===== config.mk =====
export PLATFORM = sky130hd
export DESIGN_NAME = i2c_bit_engine
export DESIGN_NICKNAME = d
export VERILOG_FILES = /design/src/rtl/i2c_eng_pkg.sv /design/src/rtl/i2c_qtr_timer.sv /design/src/rtl/i2c_bit_shifter.sv /design/src/rtl/i2c_line_drive.sv /design/src/rtl/i2c_bit_engine.sv
export SDC_FILE = /design/constraint.sdc
export NUM_CORES = 1
export LEC_CHECK = 0
export ABC_AREA = 1
export CAP_MARGIN = 15
export CORE_UTILIZATION = 60
export CTS_BUF_LIST = sky130_fd_sc_hd__clkbuf_4 sky130_fd_sc_hd__clkbuf_8
export DETAILED_ROUTE_END_ITERATION = 10
export PLACE_DENSITY = 0.88
export SLEW_MARGIN = 20
export SYNTH_ARGS = -nofsm -noshare
export SYNTH_HDL_FRONTEND = slang
export SYNTH_SLANG_ARGS = --single-unit

===== constraint.sdc =====
create_clock -name clk -period 3.85 [get_ports clk]
set_input_delay 0.77 -clock clk [delete_from_list [all_inputs] [get_ports clk]]
set_output_delay 0.77 -clock clk [all_outputs]
set_load 0.05 [all_outputs]

===== src/rtl/i2c_eng_pkg.sv =====
// Package: shared command and SDA drive encodings for the I2C bit engine.
// Assumes: command codes match the cmd_kind port encoding of the top module.
package i2c_eng_pkg;

    typedef enum logic [1:0] {
        CMD_NONE  = 2'd0,
        CMD_START = 2'd1,
        CMD_STOP  = 2'd2,
        CMD_SHIFT = 2'd3
    } cmd_e;

    typedef enum logic [1:0] {
        SDA_REL  = 2'd0,
        SDA_LOW  = 2'd1,
        SDA_HIGH = 2'd2
    } sda_e;

endpackage


===== src/rtl/i2c_qtr_timer.sv =====
// Module: quarter-period timer. It latches the delay on load and then pulses
// tick once every DLY cycles while run is high.
// Assumes: load happens only while run is low, and the delay is greater than 2.
module i2c_qtr_timer #(
    parameter int DLY_W = 8
) (
    input  logic             clk,
    input  logic             rst_n,
    input  logic             load,
    input  logic [DLY_W-1:0] dly_in,
    input  logic             run,
    output logic             tick
);

    logic [DLY_W-1:0] dly_r;
    logic [DLY_W-1:0] cnt_r;

    // Latch the quarter length and count down one quarter at a time.
    always_ff @(posedge clk) begin
        if (!rst_n) begin
            dly_r <= '0;
            cnt_r <= '0;
        end else if (load) begin
            dly_r <= dly_in;
            cnt_r <= dly_in - 1'b1;
        end else if (run) begin
            if (cnt_r == '0) cnt_r <= dly_r - 1'b1;
            else             cnt_r <= cnt_r - 1'b1;
        end
    end

    assign tick = run && (cnt_r == '0);

    // A quarter never lasts a single cycle.
    assert_tick_gap_R3: assert property (@(posedge clk) disable iff (!rst_n)
        tick |=> !tick);

    // The delay given with a command must exceed 2.
    assert_dly_min_R3: assert property (@(posedge clk) disable iff (!rst_n)
        load |-> (dly_in > DLY_W'(2)));

endmodule


===== src/rtl/i2c_bit_shifter.sv =====
// Module: transmit and receive shift registers for one frame, plus the
// SDA input synchroniser.
// Assumes: advance pulses at the end of each bit; sample pulses at the end of
// the third quarter of each bit.
module i2c_bit_shifter #(
    parameter int FRAME_BITS  = 9,
    parameter int SYNC_STAGES = 2
) (
    input  logic                  clk,
    input  logic                  rst_n,
    input  logic                  load,
    input  logic [FRAME_BITS-1:0] tx_in,
    input  logic                  advance,
    input  logic                  sample,
    input  logic                  sda_in,
    output logic                  cur_bit,
    output logic                  last_bit,
    output logic [FRAME_BITS-1:0] rx_out
);

    localparam int IDX_W = $clog2(FRAME_BITS + 1);

    logic                  sda_s;
    logic [FRAME_BITS-1:0] tx_sr;
    logic [FRAME_BITS-1:0] rx_sr;
    logic [IDX_W-1:0]      idx_r;

    generate
        if (SYNC_STAGES > 1) begin : g_sync_chain
            logic [SYNC_STAGES-1:0] chain_r;
            // Bring the asynchronous pad level into the clock domain.
            always_ff @(posedge clk) begin
                if (!rst_n) chain_r <= '1;
                else        chain_r <= {chain_r[SYNC_STAGES-2:0], sda_in};
            end
            assign sda_s = chain_r[SYNC_STAGES-1];
        end else begin : g_sync_single
            logic flop_r;
            // Single-flop capture when only one stage is requested.
            always_ff @(posedge clk) begin
                if (!rst_n) flop_r <= 1'b1;
                else        flop_r <= sda_in;
            end
            assign sda_s = flop_r;
        end
    endgenerate

    // Load the outgoing frame and move to the next bit, MSB first.
    always_ff @(posedge clk) begin
        if (!rst_n) begin
            tx_sr <= '0;
            idx_r <= '0;
        end else if (load) begin
            tx_sr <= tx_in;
            idx_r <= '0;
        end else if (advance) begin
            tx_sr <= {tx_sr[FRAME_BITS-2:0], 1'b0};
            idx_r <= idx_r + 1'b1;
        end
    end

    // Collect the sampled SDA levels; the first bit ends up in the MSB.
    always_ff @(posedge clk) begin
        if (!rst_n)      rx_sr <= '0;
        else if (sample) rx_sr <= {rx_sr[FRAME_BITS-2:0], sda_s};
    end

    assign cur_bit  = tx_sr[FRAME_BITS-1];
    assign last_bit = (idx_r == IDX_W'(FRAME_BITS - 1));
    assign rx_out   = rx_sr;

    // The bit index never runs past the end of a frame.
    assert_idx_range_R7: assert property (@(posedge clk) disable iff (!rst_n)
        idx_r <= IDX_W'(FRAME_BITS));

endmodule


===== src/rtl/i2c_line_drive.sv =====
// Module: decodes the engine state into the SCL pull-down and the SDA drive
// mode for the current quarter.
// Assumes: all inputs come from registers. The held SDA mode is the value
// driven in the previous cycle.
module i2c_line_drive
    import i2c_eng_pkg::*;
(
    input  logic       busy,
    input  logic       bus_open,
    input  cmd_e       op,
    input  logic       restart,
    input  logic [1:0] qtr,
    input  logic       cur_bit,
    input  sda_e       hold,
    input  logic       active_en,
    input  logic       early_en,
    output logic       scl_low,
    output sda_e       mode
);

    sda_e hold_soft;
    sda_e pull_up;

    assign hold_soft = (hold == SDA_HIGH) ? SDA_REL : hold;
    assign pull_up   = active_en ? SDA_HIGH : SDA_REL;

    // Choose the line levels for each command and quarter.
    always_comb begin
        scl_low = 1'b0;
        mode    = SDA_REL;
        if (!busy) begin
            scl_low = bus_open;
            mode    = hold_soft;
        end else begin
            case (op)
                CMD_START: begin
                    if (restart) begin
                        case (qtr)
                            2'd0:    begin scl_low = 1'b1; mode = pull_up; end
                            2'd1:    mode = SDA_REL;
                            default: mode = SDA_LOW;
                        endcase
                    end else begin
                        mode = qtr[1] ? SDA_LOW : SDA_REL;
                    end
                end
                CMD_STOP: begin
                    case (qtr)
                        2'd0:    begin scl_low = 1'b1; mode = SDA_LOW; end
                        2'd3:    mode = pull_up;
                        default: mode = SDA_LOW;
                    endcase
                end
                CMD_SHIFT: begin
                    case (qtr)
                        2'd0: begin
                            scl_low = 1'b1;
                            mode    = (early_en && hold == SDA_LOW && cur_bit)
                                      ? SDA_REL : hold_soft;
                        end
                        2'd1: begin
                            scl_low = 1'b1;
                            mode    = cur_bit ? pull_up : SDA_LOW;
                        end
                        default: mode = cur_bit ? SDA_REL : SDA_LOW;
                    endcase
                end
                default: begin
                    scl_low = bus_open;
                    mode    = hold_soft;
                end
            endcase
        end
    end

endmodule


===== src/rtl/i2c_bit_engine.sv =====
// Module: I2C bit-level master engine (top). It accepts START, STOP and
// nine-bit shift commands and sequences them through four quarters per bit.
// Assumes: the sequencer waits for ready; cmd_dly is greater than 2; SCL is
// never stretched by a target.
module i2c_bit_engine #(
    parameter int DLY_W       = 8,
    parameter int FRAME_BITS  = 9,
    parameter int SYNC_STAGES = 2
) (
    input  logic                  clk,
    input  logic                  rst_n,
    input  logic                  active_sda_en,
    input  logic                  early_rel_en,
    input  logic                  cmd_valid,
    input  logic [1:0]            cmd_kind,
    input  logic [DLY_W-1:0]      cmd_dly,
    input  logic [FRAME_BITS-1:0] tx_data,
    input  logic                  sda_i,
    output logic                  ready,
    output logic                  bus_open,
    output logic [FRAME_BITS-1:0] rx_data,
    output logic                  scl_oe,
    output logic                  scl_o,
    output logic                  sda_oe,
    output logic                  sda_o
);

    import i2c_eng_pkg::*;

    cmd_e       kind_in;
    cmd_e       op_r;
    logic       busy_r;
    logic       restart_r;
    logic [1:0] qtr_r;
    logic       open_r;
    sda_e       hold_r;
    sda_e       mode_now;
    logic       scl_low_now;
    logic       tick;
    logic       cur_bit;
    logic       last_bit;
    logic       accept;
    logic       qtr_end;
    logic       done;

    assign kind_in = cmd_e'(cmd_kind);
    assign accept  = cmd_valid && !busy_r && (kind_in != CMD_NONE);
    assign qtr_end = tick && (qtr_r == 2'd3);
    assign done    = qtr_end && ((op_r != CMD_SHIFT) || last_bit);

    i2c_qtr_timer #(.DLY_W(DLY_W)) u_timer (
        .clk    (clk),
        .rst_n  (rst_n),
        .load   (accept),
        .dly_in (cmd_dly),
        .run    (busy_r),
        .tick   (tick)
    );

    i2c_bit_shifter #(.FRAME_BITS(FRAME_BITS), .SYNC_STAGES(SYNC_STAGES)) u_shift (
        .clk      (clk),
        .rst_n    (rst_n),
        .load     (accept && kind_in == CMD_SHIFT),
        .tx_in    (tx_data),
        .advance  (qtr_end && op_r == CMD_SHIFT),
        .sample   (tick && qtr_r == 2'd2 && op_r == CMD_SHIFT),
        .sda_in   (sda_i),
        .cur_bit  (cur_bit),
        .last_bit (last_bit),
        .rx_out   (rx_data)
    );

    i2c_line_drive u_drive (
        .busy      (busy_r),
        .bus_open  (open_r),
        .op        (op_r),
        .restart   (restart_r),
        .qtr       (qtr_r),
        .cur_bit   (cur_bit),
        .hold      (hold_r),
        .active_en (active_sda_en),
        .early_en  (early_rel_en),
        .scl_low   (scl_low_now),
        .mode      (mode_now)
    );

    // Take a command when idle and hold it until its last quarter ends.
    always_ff @(posedge clk) begin
        if (!rst_n) begin
            busy_r    <= 1'b0;
            op_r      <= CMD_NONE;
            restart_r <= 1'b0;
        end else if (accept) begin
            busy_r    <= 1'b1;
            op_r      <= kind_in;
            restart_r <= open_r;
        end else if (done) begin
            busy_r    <= 1'b0;
        end
    end

    // Step through the four quarters of each bit or condition.
    always_ff @(posedge clk) begin
        if (!rst_n)      qtr_r <= 2'd0;
        else if (accept) qtr_r <= 2'd0;
        else if (tick)   qtr_r <= qtr_r + 2'd1;
    end

    // Track whether the bus sits between a START and a STOP.
    always_ff @(posedge clk) begin
        if (!rst_n)                        open_r <= 1'b0;
        else if (done && op_r == CMD_START) open_r <= 1'b1;
        else if (done && op_r == CMD_STOP)  open_r <= 1'b0;
    end

    // Remember the last SDA drive so the next bit can hold or release it.
    always_ff @(posedge clk) begin
        if (!rst_n)      hold_r <= SDA_REL;
        else if (busy_r) hold_r <= mode_now;
    end

    assign ready    = !busy_r;
    assign bus_open = open_r;
    assign scl_oe   = scl_low_now;
    assign scl_o    = 1'b0;
    assign sda_oe   = (mode_now != SDA_REL);
    assign sda_o    = (mode_now == SDA_HIGH);

    // An accepted strobe makes the engine busy on the next cycle.
    assert_accept_busy_R2: assert property (@(posedge clk) disable iff (!rst_n)
        (cmd_valid && ready && cmd_kind != 2'd0) |=> !ready);

    // SDA is never driven high unless active drive is enabled.
    assert_passive_sda_R9: assert property (@(posedge clk) disable iff (!rst_n)
        !active_sda_en |-> !(sda_oe && sda_o));

    // Opening the bus leaves SCL and SDA both held low.
    assert_open_levels_R4: assert property (@(posedge clk) disable iff (!rst_n)
        $rose(bus_open) |-> (scl_oe && sda_oe && !sda_o));

    // Closing the bus leaves SCL released and SDA not driven low.
    assert_close_levels_R6: assert property (@(posedge clk) disable iff (!rst_n)
        $fell(bus_open) |-> (!scl_oe && !(sda_oe && !sda_o)));

endmodule


==> results of run 1 <==
cell families (layout without fill, tap and decap cells):
| kind of cell | count (synthesis) | after routing | synth area share |
|---|---|---|---|
| buf+inv | 59 | 97 | 0.09795 |
| fa+ha+maj | 7 | 7 | 0.03428 |
| flops | 49 | 49 | 0.3839 |
| simple gates | 179 | 179 | 0.3291 |
| compound gates | 71 | 71 | 0.1499 |
| other cells | 1 | 1 | 0.001468 |
| xor+xnor | 1 | 1 | 0.003429 |
cells in the final DEF (no fill, tap or decap), drive strengths merged, types with 2 or more instances in the layout:
| cell type | count |
|---|---|
| or2 | 4 |
| dfxtp | 49 |
| clkbuf | 5 |
| nor2 | 37 |
| buf | 2 |
| clkinv | 3 |
| clkdlybuf4s50 | 38 |
| ha | 7 |
| o22ai | 2 |
| nand3 | 26 |
| nand2 | 105 |
| nand4 | 2 |
| a21oi | 37 |
| a31oi | 9 |
| a22oi | 2 |
| nor3 | 3 |
| o21ai | 19 |
| inv | 48 |
final timing paths:
kind,from,end,slack [ns],cells past startpoint
worst min-delay path,u_shift.g_sync_chain.chain_r[0],u_shift.g_sync_chain.chain_r[1],0.42,1
worst max register to register,u_timer.cnt_r[2],u_shift.tx_sr[4],1.65,10
worst max-delay path,qtr_r[0],sda_oe,0.42,9
worst min register to register,u_shift.g_sync_chain.chain_r[0],u_shift.g_sync_chain.chain_r[1],0.42,1
where the power goes:
group | internal (mW) | switching [mW]
combinational | 0.101 | 0.165
clock | 0.129 | 0.178
sequential | 0.533 | 0.0206
sequential cells by signal (all words and copies together), names as in the netlist:
name and flops:
u_timer.cnt_r 8, op_r 2, bus_open 1, hold_r 2, restart_r 1, busy_r 1
qtr_r 2, u_shift.tx_sr 9, u_timer.dly_r 8, u_shift.rx_out 9, u_shift.idx_r 4, u_shift.g_sync_chain.chain_r 2
Yosys cell counts (all sizes together):
cell,n
nand3,26
inv,47
o21ai,19
nor3b,1
nor3,3
o211ai,1
conb,1
nor2,37
o22ai,2
clkinv,2
a22oi,2
clkbuf,5
a21oi,37
dfxtp,49
a211oi,1
nand4,2
or2,4
nand2,105
and3,1
ha,7
buf,5
xor2,1
a31oi,9
through the flow:
stage          area, um^2  setup WS [ns]  power (mW)  hold slack [ns]
6_report             3039         0.4245       1.126           0.4229
5_1_grt              3039         0.2738       1.184           0.4371
4_1_cts              3039         0.4330       1.129           0.4255
3_5_place_dp         2949         0.4507      0.8235           0.4023
3_3_place_gp         2949         0.4880      0.8176           0.3938
2_1_floorplan        2555          1.251      0.7584           0.3925
critical path, delay by kind of cell (launching register included):
family,cells,cell delay (ns)
AOI/OAI and AO/OA,3,0.35
adders and majority gates,1,0.25
buffers and inverters,2,0.90
DFF,1,0.39
and+or+nand+nor,3,0.46
cell type report:
type	instances	area [um^2]	share of cell area
inverters	49	186.4	0.06134
multi-input cells	259	1324	0.4356
repair buffers	40	395.4	0.1301
clock buffers	5	68.82	0.02264
flip-flops and latches	49	980.9	0.3228
clock inverters	3	21.27	0.006999
well taps	50	62.56	0.02058
layer usage:
layer | vias to the layer above | track usage
met5 | - | 0
met4 | 0 | 0.1170
met3 | 10 | 0.04730
met2 | 57 | 0.4750
met1 | 1140 | 0.3004
li1 | 1246 | -
==> report_table.html, run 1 <==
<table>
<tr><th>Metric</th><th>Value</th></tr>
<tr><th colspan="2">Status</th></tr>
<tr><td>Status</td><td>completed</td></tr>
<tr><th colspan="2">STA</th></tr>
<tr><td>Final setup viols</td><td>0</td></tr>
<tr><td>FMAX</td><td>a little under 300 MHz</td></tr>
<tr><td>Worst clock skew</td><td>between 0.009 and 0.01 ns</td></tr>
<tr><td>Final Cycle Share</td><td>0.8897</td></tr>
<tr><td>Final total negative setup slack</td><td>0 ns</td></tr>
<tr><td>Transition time at the pin with the least slew margin</td><td>approximately 0.72 ns</td></tr>
<tr><td>Number of max-slew violations in the final report</td><td>0</td></tr>
<tr><td>Final hold viol count</td><td>0</td></tr>
<tr><td>Unrepaired setup endpoints after global routing</td><td>no</td></tr>
<tr><td>Post-route minimum period</td><td>3.426 ns</td></tr>
<tr><td>Slew Limit Headroom</td><td>0.5176</td></tr>
<tr><th colspan="2">Finish</th></tr>
<tr><td>Cell Count, Final, Fillers Out</td><td>about 460</td></tr>
<tr><td>Layout filler cell count</td><td>between 300 and 400</td></tr>
<tr><td>Layout overhead on the synthesized area</td><td>18.95%</td></tr>
<tr><td>Final core utilization</td><td>0.7490</td></tr>
<tr><td>Share of layout cells above drive strength 1</td><td>0.1136</td></tr>
<tr><td>Nets</td><td>around 440</td></tr>
<tr><td>Diodes inserted</td><td>0</td></tr>
<tr><th colspan="2">Route</th></tr>
<tr><td># DRC</td><td>0</td></tr>
<tr><td>Highest Signal Layer</td><td>met4</td></tr>
<tr><td>Total via count in the routed design</td><td>between 2000 and 2500</td></tr>
<tr><td>Violation count after the first detailed-route iteration</td><td>about 140</td></tr>
<tr><td>Metal2 WL</td><td>2787 um</td></tr>
<tr><td>Wire length per cell</td><td>12.07 um</td></tr>
<tr><td>Met3 routed WL</td><td>about 220 um</td></tr>
<tr><td>Detailed Route WL</td><td>5490 um</td></tr>
<tr><td>Detail-routed via count per cell</td><td>approximately 5.4</td></tr>
<tr><td>Met1 Wirelength</td><td>2376 um</td></tr>
<tr><td>Pre-Repair DR Iteration Count</td><td>4</td></tr>
<tr><td>Antenna viol nets, final</td><td>0</td></tr>
<tr><th colspan="2">Flow run</th></tr>
<tr><td>Maximum Capacitance Violations</td><td>0</td></tr>
<tr><th colspan="2">GRT</th></tr>
<tr><td>Total congestion overflow</td><td>0</td></tr>
<tr><td>Number of antenna violations at the first check in global routing</td><td>0</td></tr>
<tr><td>Global-route wire length before repair</td><td>about 9000 um</td></tr>
<tr><td>Tot GR Track Use</td><td>0.2637</td></tr>
<tr><td>Largest net degree at the start of global routing</td><td>22</td></tr>
<tr><td>Via count of the first global-routing pass</td><td>2208</td></tr>
<tr><th colspan="2">Setup path</th></tr>
<tr><td>Critical path cell sequence</td><td>inv_1 -&gt; ha_1 -&gt; or2_2 -&gt; a21oi_1 -&gt; a21oi_1 -&gt; nand3_1 -&gt; o21ai_0 -&gt; nand3_1 -&gt; clkdlybuf4s50_1</td></tr>
<tr><td>Kind of critical path</td><td>register to primary output</td></tr>
<tr><td>Largest driver fanout on the critical path</td><td>4</td></tr>
<tr><td>Setup crit start kind</td><td>register</td></tr>
<tr><td>Critical-path cell with the highest stage delay</td><td>sky130_fd_sc_hd__clkdlybuf4s50_1</td></tr>
<tr><td>Worst Path Required</td><td>3.08 ns</td></tr>
<tr><td>Longest individual stage delay on the worst path</td><td>0.80 ns</td></tr>
<tr><td>Crit. End Element</td><td>primary output</td></tr>
<tr><td>Data arrival time of the critical path</td><td>around 2.7 ns</td></tr>
<tr><th colspan="2">Yosys</th></tr>
<tr><td>Fraction of the yosys area taken by sequential cells</td><td>0.3839</td></tr>
<tr><td>Synthesized flop and latch total</td><td>about 50</td></tr>
<tr><td>Synth cell types</td><td>35</td></tr>
<tr><td>Summed instance area of the synthesized netlist</td><td>2555 um^2</td></tr>
<tr><td>Cell count after synthesis</td><td>367</td></tr>
<tr><td>Top cells by area in the synthesized netlist</td><td>sky130_fd_sc_hd__dfxtp_1, sky130_fd_sc_hd__nand2_1, sky130_fd_sc_hd__a21oi_1</td></tr>
<tr><td>Yosys top cell by area</td><td>sky130_fd_sc_hd__dfxtp_1</td></tr>
<tr><td>Fraction of synthesized cell area taken by the top area cell type</td><td>0.3839</td></tr>
<tr><td>Warning count from the yosys run</td><td>0</td></tr>
<tr><td>Syn nets</td><td>399</td></tr>
<tr><td>Avg Inst Size Synth</td><td>6.962 um^2</td></tr>
<tr><th colspan="2">Clocking</th></tr>
<tr><td>TritonCTS clock tree</td><td>yes</td></tr>
<tr><td>Post-CTS Hold Fix Bufs</td><td>0</td></tr>
<tr><td>Post-CTS Repair Setup Buffers</td><td>0</td></tr>
<tr><td>Maximum clock insertion buffer count</td><td>2</td></tr>
<tr><td>Root buffer cell</td><td>sky130_fd_sc_hd__clkbuf_8</td></tr>
<tr><td>Register clock-pin slew on the reported worst setup and hold paths</td><td>roughly 0.10 ns</td></tr>
<tr><td>CTS Buf Count</td><td>5</td></tr>
<tr><td>Clock Latency Late Sink</td><td>~0.31 ns</td></tr>
<tr><td>Post-cts resize count</td><td>0</td></tr>
<tr><td>Deepest level of the CTS H-tree</td><td>2</td></tr>
<tr><td>Clk sinks</td><td>49</td></tr>
<tr><th colspan="2">Place</th></tr>
<tr><td>Total placed cells including tap cells</td><td>447</td></tr>
<tr><td>RePlAce Congestion</td><td>0.9019</td></tr>
<tr><td>Count of port buffers added during placement</td><td>38</td></tr>
<tr><td>Detailed Place HPWL</td><td>4012 um</td></tr>
<tr><th colspan="2">Floorplanning</th></tr>
<tr><td>Number of primary I/O pins</td><td>40</td></tr>
<tr><td>Initial Util</td><td>0.6297</td></tr>
<tr><td>Floorplan core area</td><td>approximately 4100 um^2</td></tr>
<tr><td>DIE HEIGHT</td><td>67.26 um</td></tr>
<tr><td>Total die area</td><td>4523 um^2</td></tr>
<tr><td>Site row count</td><td>23</td></tr>
<tr><td>Die extent in x</td><td>slightly below 70 um</td></tr>
<tr><th colspan="2">Min path</th></tr>
<tr><td>Worst hold path class</td><td>register to register</td></tr>
<tr><th colspan="2">Power and ir drop</th></tr>
<tr><td>Static Leak</td><td>roughly 1.3 nW</td></tr>
<tr><td>Max VDD drop</td><td>0.0002807 V</td></tr>
<tr><td>Total power divided by cell area</td><td>370.4 nW/um^2</td></tr>
</table>
(Power assumes the default switching activity.)
==> inputs of run 2 (changes only) <==
--- a/config.mk
+++ b/config.mk
@@ -11,7 +11,6 @@
 export CTS_BUF_LIST = sky130_fd_sc_hd__clkbuf_4 sky130_fd_sc_hd__clkbuf_8
 export DETAILED_ROUTE_END_ITERATION = 10
 export PLACE_DENSITY = 0.88
-export SLEW_MARGIN = 20
 export SYNTH_ARGS = -nofsm -noshare
 export SYNTH_HDL_FRONTEND = slang
 export SYNTH_SLANG_ARGS = --single-unit
==> results of run 2 <==
Final layout, timing and power as in run 1 (identical DEF).
==> inputs of run 3 (changes only) <==
--- a/config.mk
+++ b/config.mk
@@ -9,6 +9,7 @@
 export CAP_MARGIN = 15
 export CORE_UTILIZATION = 60
 export CTS_BUF_LIST = sky130_fd_sc_hd__clkbuf_4 sky130_fd_sc_hd__clkbuf_8
+export CTS_CLUSTER_DIAMETER = 50
 export DETAILED_ROUTE_END_ITERATION = 10
 export PLACE_DENSITY = 0.88
 export SYNTH_ARGS = -nofsm -noshare
==> results of run 3 <==
Final layout, timing and power as in run 1 (identical DEF).
